## src/rtl/zcs_pkg.sv

```systemverilog
// Package: shared types and bit positions for the zero code suppression inserter.
// Assumes bit 1 of a DS0 byte is the MSB (index 7) and bit 8 the LSB (index 0).
package zcs_pkg;

    // Per-channel substitution rule, encoded as stored in the table
    typedef enum logic [1:0] {
        ZCS_OFF  = 2'b00,
        ZCS_BIT7 = 2'b01,
        ZCS_GTE  = 2'b10,
        ZCS_JAM8 = 2'b11
    } zcs_mode_e;

    // Index in the byte vector of DS0 bit 7 and bit 8
    localparam int unsigned BIT7_IDX = 1;
    localparam int unsigned BIT8_IDX = 0;

endpackage

```

## src/rtl/zcs_mode_table.sv

```systemverilog
// Module: zcs_mode_table
// Holds one 2-bit substitution code per channel and returns the code for the
// channel of the byte being processed. Writes to channels at or above CHANNELS
// are dropped. Reads of such channels return ZCS_OFF, so those bytes pass
// unchanged. Assumes a single write port; the read path is purely combinational.
module zcs_mode_table
    import zcs_pkg::*;
#(
    parameter int unsigned CHANNELS = 24,
    parameter int unsigned CHAN_W   = 5
) (
    input  logic              clk,
    input  logic              rst_n,
    input  logic              wr_en,
    input  logic [CHAN_W-1:0] wr_chan,
    input  zcs_mode_e         wr_mode,
    input  logic [CHAN_W-1:0] rd_chan,
    output zcs_mode_e         rd_mode
);

    zcs_mode_e entry_q [CHANNELS];

    // One register per channel, written only on an exact index match
    for (genvar gi = 0; gi < CHANNELS; gi++) begin : g_entry
        localparam logic [CHAN_W-1:0] MY_IDX = CHAN_W'(gi);

        // Update this entry on reset or on a write addressed to it
        always_ff @(posedge clk) begin
            if (!rst_n) begin
                entry_q[gi] <= ZCS_OFF;
            end else if (wr_en && (wr_chan == MY_IDX)) begin
                entry_q[gi] <= wr_mode;
            end
        end
    end

    // Select the code of the requested channel, off when out of range
    always_comb begin
        rd_mode = ZCS_OFF;
        for (int i = 0; i < CHANNELS; i++) begin
            if (rd_chan == CHAN_W'(i)) begin
                rd_mode = entry_q[i];
            end
        end
    end

endmodule

```

## src/rtl/zcs_substitute.sv

```systemverilog
// Module: zcs_substitute
// Combinational rule applied to one byte. Bit-7 and GTE stuffing act only on an
// all-zero byte. Jammed bit 8 acts on every byte. The input byte is assumed to
// already hold its robbed signaling bits, so the zero test sees the final byte.
module zcs_substitute
    import zcs_pkg::*;
#(
    parameter int unsigned DATA_W = 8
) (
    input  zcs_mode_e         mode,
    input  logic              sigframe,
    input  logic [DATA_W-1:0] din,
    output logic [DATA_W-1:0] dout
);

    localparam logic [DATA_W-1:0] MASK_B7 = DATA_W'(1) << BIT7_IDX;
    localparam logic [DATA_W-1:0] MASK_B8 = DATA_W'(1) << BIT8_IDX;

    logic all_zero;

    // Detect a byte with no ones at all
    always_comb begin
        all_zero = (din == '0);
    end

    // Apply the selected substitution rule
    always_comb begin
        dout = din;
        unique case (mode)
            ZCS_OFF:  dout = din;
            ZCS_BIT7: if (all_zero) dout = MASK_B7;
            ZCS_GTE:  if (all_zero) dout = sigframe ? MASK_B7 : MASK_B8;
            ZCS_JAM8: dout = din | MASK_B8;
            default:  dout = din;
        endcase
    end

endmodule

```

## src/rtl/zcs_out_stage.sv

```systemverilog
// Module: zcs_out_stage
// Single register stage that gives the block its fixed one-cycle latency and
// keeps channel number and frame marker aligned with the data. The data, channel
// and marker registers are loaded only for valid bytes; valid itself clears.
module zcs_out_stage #(
    parameter int unsigned DATA_W = 8,
    parameter int unsigned CHAN_W = 5
) (
    input  logic              clk,
    input  logic              rst_n,
    input  logic              d_valid,
    input  logic [DATA_W-1:0] d_data,
    input  logic [CHAN_W-1:0] d_chan,
    input  logic              d_sig,
    output logic              q_valid,
    output logic [DATA_W-1:0] q_data,
    output logic [CHAN_W-1:0] q_chan,
    output logic              q_sig
);

    // Valid flag follows the input every cycle
    always_ff @(posedge clk) begin
        if (!rst_n) q_valid <= 1'b0;
        else        q_valid <= d_valid;
    end

    // Payload registers capture only accepted bytes
    always_ff @(posedge clk) begin
        if (!rst_n) begin
            q_data <= '0;
            q_chan <= '0;
            q_sig  <= 1'b0;
        end else if (d_valid) begin
            q_data <= d_data;
            q_chan <= d_chan;
            q_sig  <= d_sig;
        end
    end

endmodule

```

## src/rtl/zcs_inserter.sv

```systemverilog
// Module: zcs_inserter (top)
// Zero code suppression for a T1 transmit byte stream. Per-channel codes select
// off, bit-7, GTE or jammed-bit-8 stuffing. Output follows input by one clock.
// Assumes in_valid is low during reset and that signaling is already inserted.
module zcs_inserter
    import zcs_pkg::*;
#(
    parameter int unsigned CHANNELS = 24,
    parameter int unsigned CHAN_W   = 5,
    parameter int unsigned DATA_W   = 8
) (
    input  logic              clk,
    input  logic              rst_n,
    input  logic              cfg_we,
    input  logic [CHAN_W-1:0] cfg_chan,
    input  logic [1:0]        cfg_mode,
    input  logic              in_valid,
    input  logic [DATA_W-1:0] in_data,
    input  logic [CHAN_W-1:0] in_chan,
    input  logic              in_sigframe,
    output logic              out_valid,
    output logic [DATA_W-1:0] out_data,
    output logic [CHAN_W-1:0] out_chan,
    output logic              out_sigframe
);

    zcs_mode_e             cur_mode;
    logic [DATA_W-1:0]     sub_data;

    zcs_mode_table #(
        .CHANNELS (CHANNELS),
        .CHAN_W   (CHAN_W)
    ) u_table (
        .clk     (clk),
        .rst_n   (rst_n),
        .wr_en   (cfg_we),
        .wr_chan (cfg_chan),
        .wr_mode (zcs_mode_e'(cfg_mode)),
        .rd_chan (in_chan),
        .rd_mode (cur_mode)
    );

    zcs_substitute #(
        .DATA_W (DATA_W)
    ) u_sub (
        .mode     (cur_mode),
        .sigframe (in_sigframe),
        .din      (in_data),
        .dout     (sub_data)
    );

    zcs_out_stage #(
        .DATA_W (DATA_W),
        .CHAN_W (CHAN_W)
    ) u_out (
        .clk     (clk),
        .rst_n   (rst_n),
        .d_valid (in_valid),
        .d_data  (sub_data),
        .d_chan  (in_chan),
        .d_sig   (in_sigframe),
        .q_valid (out_valid),
        .q_data  (out_data),
        .q_chan  (out_chan),
        .q_sig   (out_sigframe)
    );

endmodule

```

## config.mk

```make
export PLATFORM = sky130hd
export DESIGN_NAME = zcs_inserter
export DESIGN_NICKNAME = d
export VERILOG_FILES = /design/src/rtl/zcs_pkg.sv /design/src/rtl/zcs_mode_table.sv /design/src/rtl/zcs_substitute.sv /design/src/rtl/zcs_out_stage.sv /design/src/rtl/zcs_inserter.sv
export SDC_FILE = /design/constraint.sdc
export NUM_CORES = 1
export LEC_CHECK = 0
export ABC_AREA = 1
export CAP_MARGIN = 25
export CORE_MARGIN = 2
export CORE_UTILIZATION = 40
export CTS_BUF_LIST = sky130_fd_sc_hd__clkbuf_8 sky130_fd_sc_hd__clkbuf_16
export CTS_CLUSTER_DIAMETER = 30
export DETAILED_ROUTE_END_ITERATION = 6
export PLACE_DENSITY = 0.64
export SLEW_MARGIN = 20
export SYNTH_ARGS = -nofsm -noshare
export SYNTH_HDL_FRONTEND = slang
export SYNTH_SLANG_ARGS = --single-unit
```

## constraint.sdc

```tcl
create_clock -name clk -period 3.2 [get_ports clk]
set_input_delay 0.64 -clock clk [delete_from_list [all_inputs] [get_ports clk]]
set_output_delay 0.64 -clock clk [all_outputs]
set_load 0.01 [all_outputs]
```

# After elaboration in Yosys (flattened, before gate mapping)
# Memory sizes are Yosys's and may differ from the RTL's.
# Index checks and enable logic that the tools add are counted.
[word_totals] reg_bits=15 mem_bits_rw=48 out_inout_bits=15 word_cells=231 n_memories=1
[mem_list] name="u_table.entry_q" words=24 width=2 read_ports=24 rd_clocked_by_memory_dff=0 write_ports=24 line="zcs_mode_table.sv:21" source="zcs_mode_e entry_q [CHANNELS];"
[classes] eq_ne=49 muxes=125 n_bitwise=24 reduce_logical=28
[ops] operator="2-bit two-way mux" n=49
[ops] operator="5-bit by 4-bit equality test with 1-bit output (second input constant)" n=16
[ops] operator="5-bit equality test (second input constant)" n=16
[ops] operator="1-bit two-way mux" n=73
[ops] operator="5-bit by 3-bit equality test with 1-bit output (second input constant)" n=8
[ops] operator="8-bit case mux with 4 select lines" n=1
[ops] operator="1-bit logical AND" n=24
[ops] operator="1-bit OR" n=24
[ops] operator="5-bit by 2-bit equality test with 1-bit output (second input constant)" n=4
[ops] operator="8-bit two-way mux" n=2
[ops] operator="5-bit by 1-bit equality test with 1-bit output (second input constant)" n=2
[ops] operator="5-bit logical NOT" n=2
[ops] operator="8-bit logical NOT" n=1
[ops] operator="2-bit equality test (second input constant)" n=2
[ops] operator="2-bit by 1-bit equality test with 1-bit output (second input constant)" n=1
[ops] operator="2-bit logical NOT" n=1

# Logic depth before layout (Yosys ltp)
# Gate-level depths: netlist of run 1.
[depth] ltp_word=27 ltp_mapped=24

# Hierarchy
# From an unflattened synthesis of run 1, not the netlist that was laid out.
[hier_totals] hier_cells=455 area_unflattened_um2=3374.5
[modules_own_cells] mod="zcs_mode_table" n_inst=1 cells_each=342 area_each_um2=2678.8
[modules_own_cells] mod="zcs_out_stage" n_inst=1 cells_each=91 area_each_um2=601.8
[modules_own_cells] mod="zcs_substitute" n_inst=1 cells_each=22 area_each_um2=93.8

# Worst setup path before layout of run 1
# No wires, ideal clock.
[synth_timing] kind="input-to-reg" start="input in_chan[0]" end="register u_out.q_data[1]" setup_time_ns=0.122 arrival_ns=2.054 required_ns=3.078 slack_ns=1.024 cell_stages=19 path_cell_list="inv_2 nand2_1 nor2_2 nand2_1 or2_0 nand2_1 nand3_1 nand2_1 nand4_1 nor2_1 nand4_1 nor2_1 nand4_1 nor2_1 nand3_1 nand2_1 nand2_1 nand2_1 a21oi_2"
[synth_via] elab_chain_len=27
[synth_lines] element="from (decl)" line="zcs_inserter.sv:19" source="input logic [CHAN_W-1:0] in_chan,"
[synth_lines] element="5-bit logical NOT" line="zcs_mode_table.sv:41" source="if (rd_chan == CHAN_W'(i)) begin"
[synth_lines] element="2-bit two-way mux (23 in series)" line="zcs_mode_table.sv:41"
[synth_lines] element="2-bit two-way mux (*)" line="zcs_mode_table.sv:41"
[synth_lines] element="2-bit equality test, or another cell as far along" line="zcs_substitute.sv:29" source="unique case (mode)"
[synth_lines] element="8-bit case mux with 4 select lines (*)" line="zcs_substitute.sv:29"
[synth_lines] element="to (signal assigned)" line="zcs_out_stage.sv:34" source="q_data <= d_data;"
[synth_lines] element="to (decl)" line="zcs_out_stage.sv:16" source="output logic [DATA_W-1:0] q_data,"
# Every way passes the cells marked *; elsewhere a longest branch is shown, timed or not.
# A chain may end at the register's enable or synchronous reset.

# Worst setup path in the final report of run 1
[layout_timing] start="input in_chan[4]" end="register u_out.q_data[1]"
# The elaborated chain is that of the path after synthesis.

==> results of run 1 <==
area by class of cell:
cell class                      count  area (µm²)  share of cell area [%]
Clock buffer                        9         124                    3.06
Clock inverter                      7        65.1                    1.61
Inverter                           48         180                    4.46
Multi-Input combinational cell    307        1340                    33.0
Sequential cell                    63        1740                    43.1
Tap cell                          105         131                    3.25
Timing Repair Buffer               47         465                    11.5
cell usage after synthesis, types with 2 or more instances:
cell type,instances
nor2_4,2
clkbuf_1,7
dfxtp_1,15
nand2_1,115
buf_1,5
or2_0,2
edfxtp_1,48
nor2_2,3
nor3_1,8
nor3b_1,2
nand2_2,2
inv_2,4
o21ai_0,16
nand4_1,13
a21oi_1,11
nor2_1,93
inv_1,44
nand3_1,33
sequential cells by signal (all words and copies together) (netlist names):
name,count
u_out.q_chan,5
u_out.q_data,8
u_out.q_sig,1
u_out.q_valid,1
u_table.entry_q,48
critical path, cell delays in order:
cell	delay, ns
clkdlybuf4s50_1	0.42
inv_1	0.29
nand3_1	0.26
nor3b_1	0.28
nor2_1	0.09
nand4_1	0.07
nand2_1	0.06
nand3_1	0.08
nand2_1	0.05
nand2_1	0.06
nand2_1	0.05
nand2_1	0.05
nand2_1	0.05
nand4_1	0.07
nand2_1	0.06
nand2_1	0.05
nand2_1	0.07
nand2_2	0.07
nand2_2	0.05
nand2_1	0.07
nand2_1	0.05
nand2_1	0.07
a21oi_2	0.05
cells by family after synthesis:
kind of cell | synth area share (%)
simple gates | 35.5
buf+inv | 7.34
compound gates | 4.71
flops | 52.4
path summary, 6_finish.rpt:
path / from / to / slack (ns) / depth (start not counted)
max: in_chan[4] / u_out.q_data[1]$_SDFFE_PN0P_ / 0.35 / 23
min: u_out.q_data[7]$_SDFFE_PN0P_ / u_out.q_data[7]$_SDFFE_PN0P_ / 0.50 / 2
max reg2reg: u_table.entry_q[0][2]$_SDFFCE_PN0P_ / u_out.q_data[1]$_SDFFE_PN0P_ / 1.17 / 18
min reg2reg: u_out.q_data[7]$_SDFFE_PN0P_ / u_out.q_data[7]$_SDFFE_PN0P_ / 0.50 / 2
report_power, final:
group	total, µW	switching (µW)	internal (µW)
Clock	663	311	352
Sequential	943	17.2	925
Combinational	229	138	90.8
Total	1830	466	1370
layer usage:
layer  wire length, µm  track usage [%]  vias up
met3               423             3.79        8
met5                 0                0        -
met1              3550             23.2     1326
met2              3490             27.9       74
li1                  -                -     1486
met4                92             8.21        0
per-stage QoR:
step	hold slack, ns	total power (µW)
detailed placement	0.485	1190
global route	0.547	1910
finish	0.495	1830
floorplan	0.533	1080
global placement	0.479	1180
CTS	0.503	1840
==> summary.txt, run 1 <==
Clocking
  • Root buffer cell: clkbuf_8
  • H-tree levels: 3
  • Gates resized, CTS repair: 0
  • Clk_lat worst skew: 0.34 ns
  • Clock Tree Buf Depth: 2
  • CTS sink cnt: between 60 and 70
  • # Post-CTS Setup Buffers: 0
  • Hold buffer count at CTS: 0
  • CTS tree: built
  • Worst-path clk slew: 0.07 ns
  • CTS buffer count: 9

Worst setup path
  • Worst Path Arrival: 3.07 ns
  • Req. time, crit path: roughly 3.4 ns
  • CP Launch Type: input port
  • Setup crit end kind: flip-flop
  • Crit path max fanout: 12
  • WS Path Type: input port to flip-flop

Die
  • Die height: 95.1 µm
  • Core area: roughly 0.0081 mm²
  • Die area: between 0.009 and 0.01 mm²
  • I/O pins: 40
  • Num rows: 33
  • Die width: 95.1 µm
  • Starting density of the core: 40.8%

Timing
  • Fin. Hold Viols: 0
  • Relative slew slack: 42.1%
  • Clk_skew: about 0.0067 ns
  • FMAX: 351 MHz
  • RSZ-0062 raised after global routing: false
  • Final setup vio count: 0
  • Worst-Margin Slew: about 0.87 ns
  • Max-slew violation count: 0
  • Final min period: ~2.8 ns
  • Fin Setup TNS: 0 ns
  • Fin crit share: just under 90%
  • Fin worst setup slack: about 0.35 ns

Placement
  • Placement Cell Area: approximately 0.0038 mm²
  • RePlAce Congestion: 0.799
  • Number of port buffers: 39
  • DP Worst Slack: 0.0489 ns
  • Dpl hpwl: 5320 µm
  • Placed Cells: 569

Global routing
  • GRT Overall Usage: between 10% and 20%
  • Vias in the first global route: 2672
  • Antenna violations before repair: 0
  • Gr ovfl total: 0
  • First-pass GRT wire length: 12100 µm
  • Largest net degree at the start of global routing: 64

Synthesis
  • Post-synth top area cell: edfxtp_1
  • Post-synthesis instance total: approximately 430
  • Avg Synthesized Cell Area: 7.69 µm²
  • Synth Net Count: 457
  • Count of cell types in the netlist: 27
  • Sequential-to-total area share from yosys stat: 52.4%
  • Post-synth top area share: 43.4%
  • Synth Flop Type: edfxtp_1
  • Post-synth EDFFs: 48
  • Yosys reg bits: 63
  • Ys async rst share: 0%
  • Number of synthesis warnings: 0
  • Netlist Area Pre-Place: 0.00332 mm²
  • Largest cells by area after synthesis: edfxtp_1, nand2_1, nor2_1

Layout
  • P&R area growth vs syn: 21.7%
  • Most common library cell in the layout ignoring fill and taps: nand2_1
  • Layout cells sized above 1: 7.69%
  • Final Util: between 40% and 50%
  • Diode count: 0
  • Nets: 501
  • Fin area: 0.00404 mm²
  • Layout Cells excl Fill: approximately 590
  • Most frequent cells in the layout: nand2_1, nor2_1, edfxtp_1
  • Fillers: about 780

Power and ir drop
  • P_leak: 0.00166 µW
  • Pwr/cell area: 454 mW/mm²
  • Peak supply drop: 0.000184 V

Routing
  • Antenna-violating nets left: 0
  • Iter 0 DRT Violations: 164
  • Vias per cell: ~5
  • First drt pass iteration count: 4
  • Total number of vias: 2894
  • Avg WL per Cell: about 13 µm
  • DRC: 0
  • Routed WL: 7560 µm

Run status
  • Status: completed

Job
  • Max Cap Viol: 0

Hold path
  • Hold WC Path Type: flip-flop to flip-flop
Note: power is estimated with default switching activity, not from simulation.
==> run 2, diff against run 1 <==
--- a/config.mk
+++ b/config.mk
@@ -8,11 +8,11 @@
 export ABC_AREA = 1
 export CAP_MARGIN = 25
 export CORE_MARGIN = 2
-export CORE_UTILIZATION = 40
+export CORE_UTILIZATION = 29
 export CTS_BUF_LIST = sky130_fd_sc_hd__clkbuf_8 sky130_fd_sc_hd__clkbuf_16
 export CTS_CLUSTER_DIAMETER = 30
 export DETAILED_ROUTE_END_ITERATION = 6
-export PLACE_DENSITY = 0.64
+export PLACE_DENSITY = 0.51
 export SLEW_MARGIN = 20
 export SYNTH_ARGS = -nofsm -noshare
 export SYNTH_HDL_FRONTEND = slang
==> summary.txt, run 2 (synthesized netlist as in run 1, its figures left out) <==
Run status
  • Status: completed

Worst setup path
  • Max incr delay on CP: between 0.5 and 0.6 ns
  • Most frequent CP cell: nand2_1
  • Register-to-Register Path Depth: 18
  • RR Endpoint: u_out.q_data[1]$_SDFFE_PN0P_
  • Worst R2R Setup Slack: 1.17 ns
  • CP Launch Type: input port
  • WS Path Type: input port to flip-flop
  • Setup crit end kind: flip-flop
  • Cell-by-cell trace of the critical path: clkdlybuf4s50_1, inv_2, nand2_1, nor2_2, nand2_1, or2_0, nand2_1, nand3_1, nand2_1, nand4_1, nor2_1, nand4_1, nor2_1, nand4_1, nor2_1, nand3_1, nand2_1, nand2_1, nand2_1, a21oi_2
  • CP max-delay cell: clkdlybuf4s50_1
  • Crit path max fanout: 6
  • Worst Path Arrival: 3.09 ns
  • Req. time, crit path: 3.41 ns
  • Critical R2R Launch: u_table.entry_q[0][2]$_SDFFCE_PN0P_

Clocking
  • CTS buffer count: 9
  • Clock Tree Buf Depth: 2
  • Root buffer cell: clkbuf_16
  • Hold buffer count at CTS: 0
  • # Post-CTS Setup Buffers: 0
  • Clk_lat worst skew: 0.32 ns
  • H-tree levels: 3
  • Worst-path clk slew: around 0.050 ns
  • CTS sink cnt: 63
  • Gates resized, CTS repair: 0
  • CTS tree: built

Power and ir drop
  • Pwr/cell area: between 400 and 500 mW/mm²
  • Peak supply drop: 0.000238 V
  • P_leak: 0.00173 µW
  • Sw Share: 23.2%
  • Clock share of power: roughly 44%
  • Tot Pwr: 2090 µW
  • Part of the power in registers: between 40% and 50%
  • Comb pwr share: 11.0%
  • P_sw: 486 µW
  • Pint: 1610 µW

Routing
  • Total number of vias: 2868
  • DRC: 0
  • Vias per cell: 4.57
  • Routed WL: ~8000 µm
  • Antenna-violating nets left: 0
  • Avg WL per Cell: 12.8 µm
  • First drt pass iteration count: 5
  • Iter 0 DRT Violations: approximately 180

Hold path
  • Hold WC Path Type: flip-flop to flip-flop
  • Cell depth of the worst hold path: 2
  • Startpoint of the worst hold path: u_out.q_data[7]$_SDFFE_PN0P_
  • Hold Path Sink: u_out.q_data[7]$_SDFFE_PN0P_

Global routing
  • Antenna violations before repair: 0
  • First-pass GRT wire length: 13300 µm
  • Vias in the first global route: 2677
  • GRT Overall Usage: 13.6%
  • Gr ovfl total: 0
  • Largest net degree at the start of global routing: 64

Layout
  • Layout cells sized above 1: 8.47%
  • Nets: roughly 510
  • Diode count: 0
  • Register with the most flip-flops: u_table.entry_q
  • Largest register FFs: 48
  • Fin area: between 0.004 and 0.005 mm²
  • P&R area growth vs syn: 26.2%
  • Area of the multi-input gates: 0.00134 mm²
  • Most frequent cells in the layout: nand2_1, nor2_1, edfxtp_1
  • Fillers: 1217
  • Register area: 0.00174 mm²
  • Largest registers: u_table.entry_q: 48 flops, u_out.q_data: 8 flops, u_out.q_chan: 5 flops
  • Most common library cell in the layout ignoring fill and taps: nand2_1

Timing
  • Relative slew slack: between 30% and 40%
  • Fin Setup TNS: 0 ns
  • Final setup vio count: 0
  • Worst-Margin Slew: 0.926 ns
  • Hold Slack: 0.497 ns
  • Max-slew violation count: 0
  • Final min period: 2.88 ns
  • RSZ-0062 raised after global routing: false
  • Clk_skew: 0.00550 ns
  • Fin crit share: 89.9%
  • FMAX: ~350 MHz
  • Fin. Hold Viols: 0

Placement
  • Placement Cell Area: between 0.003 and 0.004 mm²
  • Number of port buffers: 39
  • RePlAce Congestion: approximately 0.84
  • Dpl hpwl: between 5000 and 6000 µm

Die
  • I/O pins: 40
  • Starting density of the core: 29.3%
  • Num rows: 39
  • Core area: 0.0113 mm²
  • Die area: 0.0123 mm²
  • Die height: between 100 and 150 µm
  • Die width: between 100 and 150 µm

Job
  • Max Cap Viol: 0
run 2: how the worst max path moves through the flow:
stage	cells after the start	end	startpoint	slack, ns
3_3_place_gp	17	u_out.q_data[0]$_SDFFE_PN0P_	in_chan[2]	0.04
2_1_floorplan	19	u_out.q_data[1]$_SDFFE_PN0P_	in_chan[0]	1.02
3_5_place_dp	18	u_out.q_data[0]$_SDFFE_PN0P_	in_chan[0]	-0.02
6_report	20	u_out.q_data[1]$_SDFFE_PN0P_	in_chan[0]	0.32
5_1_grt	18	u_out.q_data[0]$_SDFFE_PN0P_	in_chan[0]	0.05
4_1_cts	18	u_out.q_data[0]$_SDFFE_PN0P_	in_chan[0]	0.31
run 2: layer usage:
layer / vias to the layer above / track usage [%] / wire (µm)
met4: 0 / 4.44 / 63
met2: 75 / 20.7 / 3530
met5: - / 0 / 0
met3: 4 / 3.23 / 377
met1: 1288 / 19.1 / 4030
li1: 1501 / - / -
run 2: power by group through the flow:
stage | Clock [µW] | Sequential, µW | Combinational [µW]
final | 918 | 944 | 231
after floorplan | 0 | 961 | 120
after CTS | 937 | 945 | 233
after global routing | 979 | 949 | 259
after global placement | 0 | 961 | 231
after detailed placement | 0 | 961 | 232
run 2: area by class of cell:
class | count | area share (%)
flip-flops and latches | 63 | 41.6
well taps | 143 | 4.27
multi-input cells | 307 | 31.9
clock inverters | 6 | 1.28
clock buffers | 9 | 5.37
inverters | 48 | 4.30
repair buffers | 51 | 11.3
run 2: critical path: cells and delay by family:
kind / cells / cell delay [ns]
AND/OR/NAND/NOR: 17 / 1.74
AO/OA/AOI/OAI: 1 / 0.05
buffers and inverters: 2 / 0.67
run 2: through the flow:
| stage | util (%) | setup WS [ns] | cells |
|---|---|---|---|
| finish | 37.0 | 0.323 | 627 |
| global route | 37.0 | 0.0520 | 627 |
| CTS | 37.0 | 0.305 | 627 |
| detailed placement | 34.6 | -0.0176 | 612 |
| global placement | 34.6 | 0.0445 | 612 |
| floorplan | - | 1.02 | 432 |
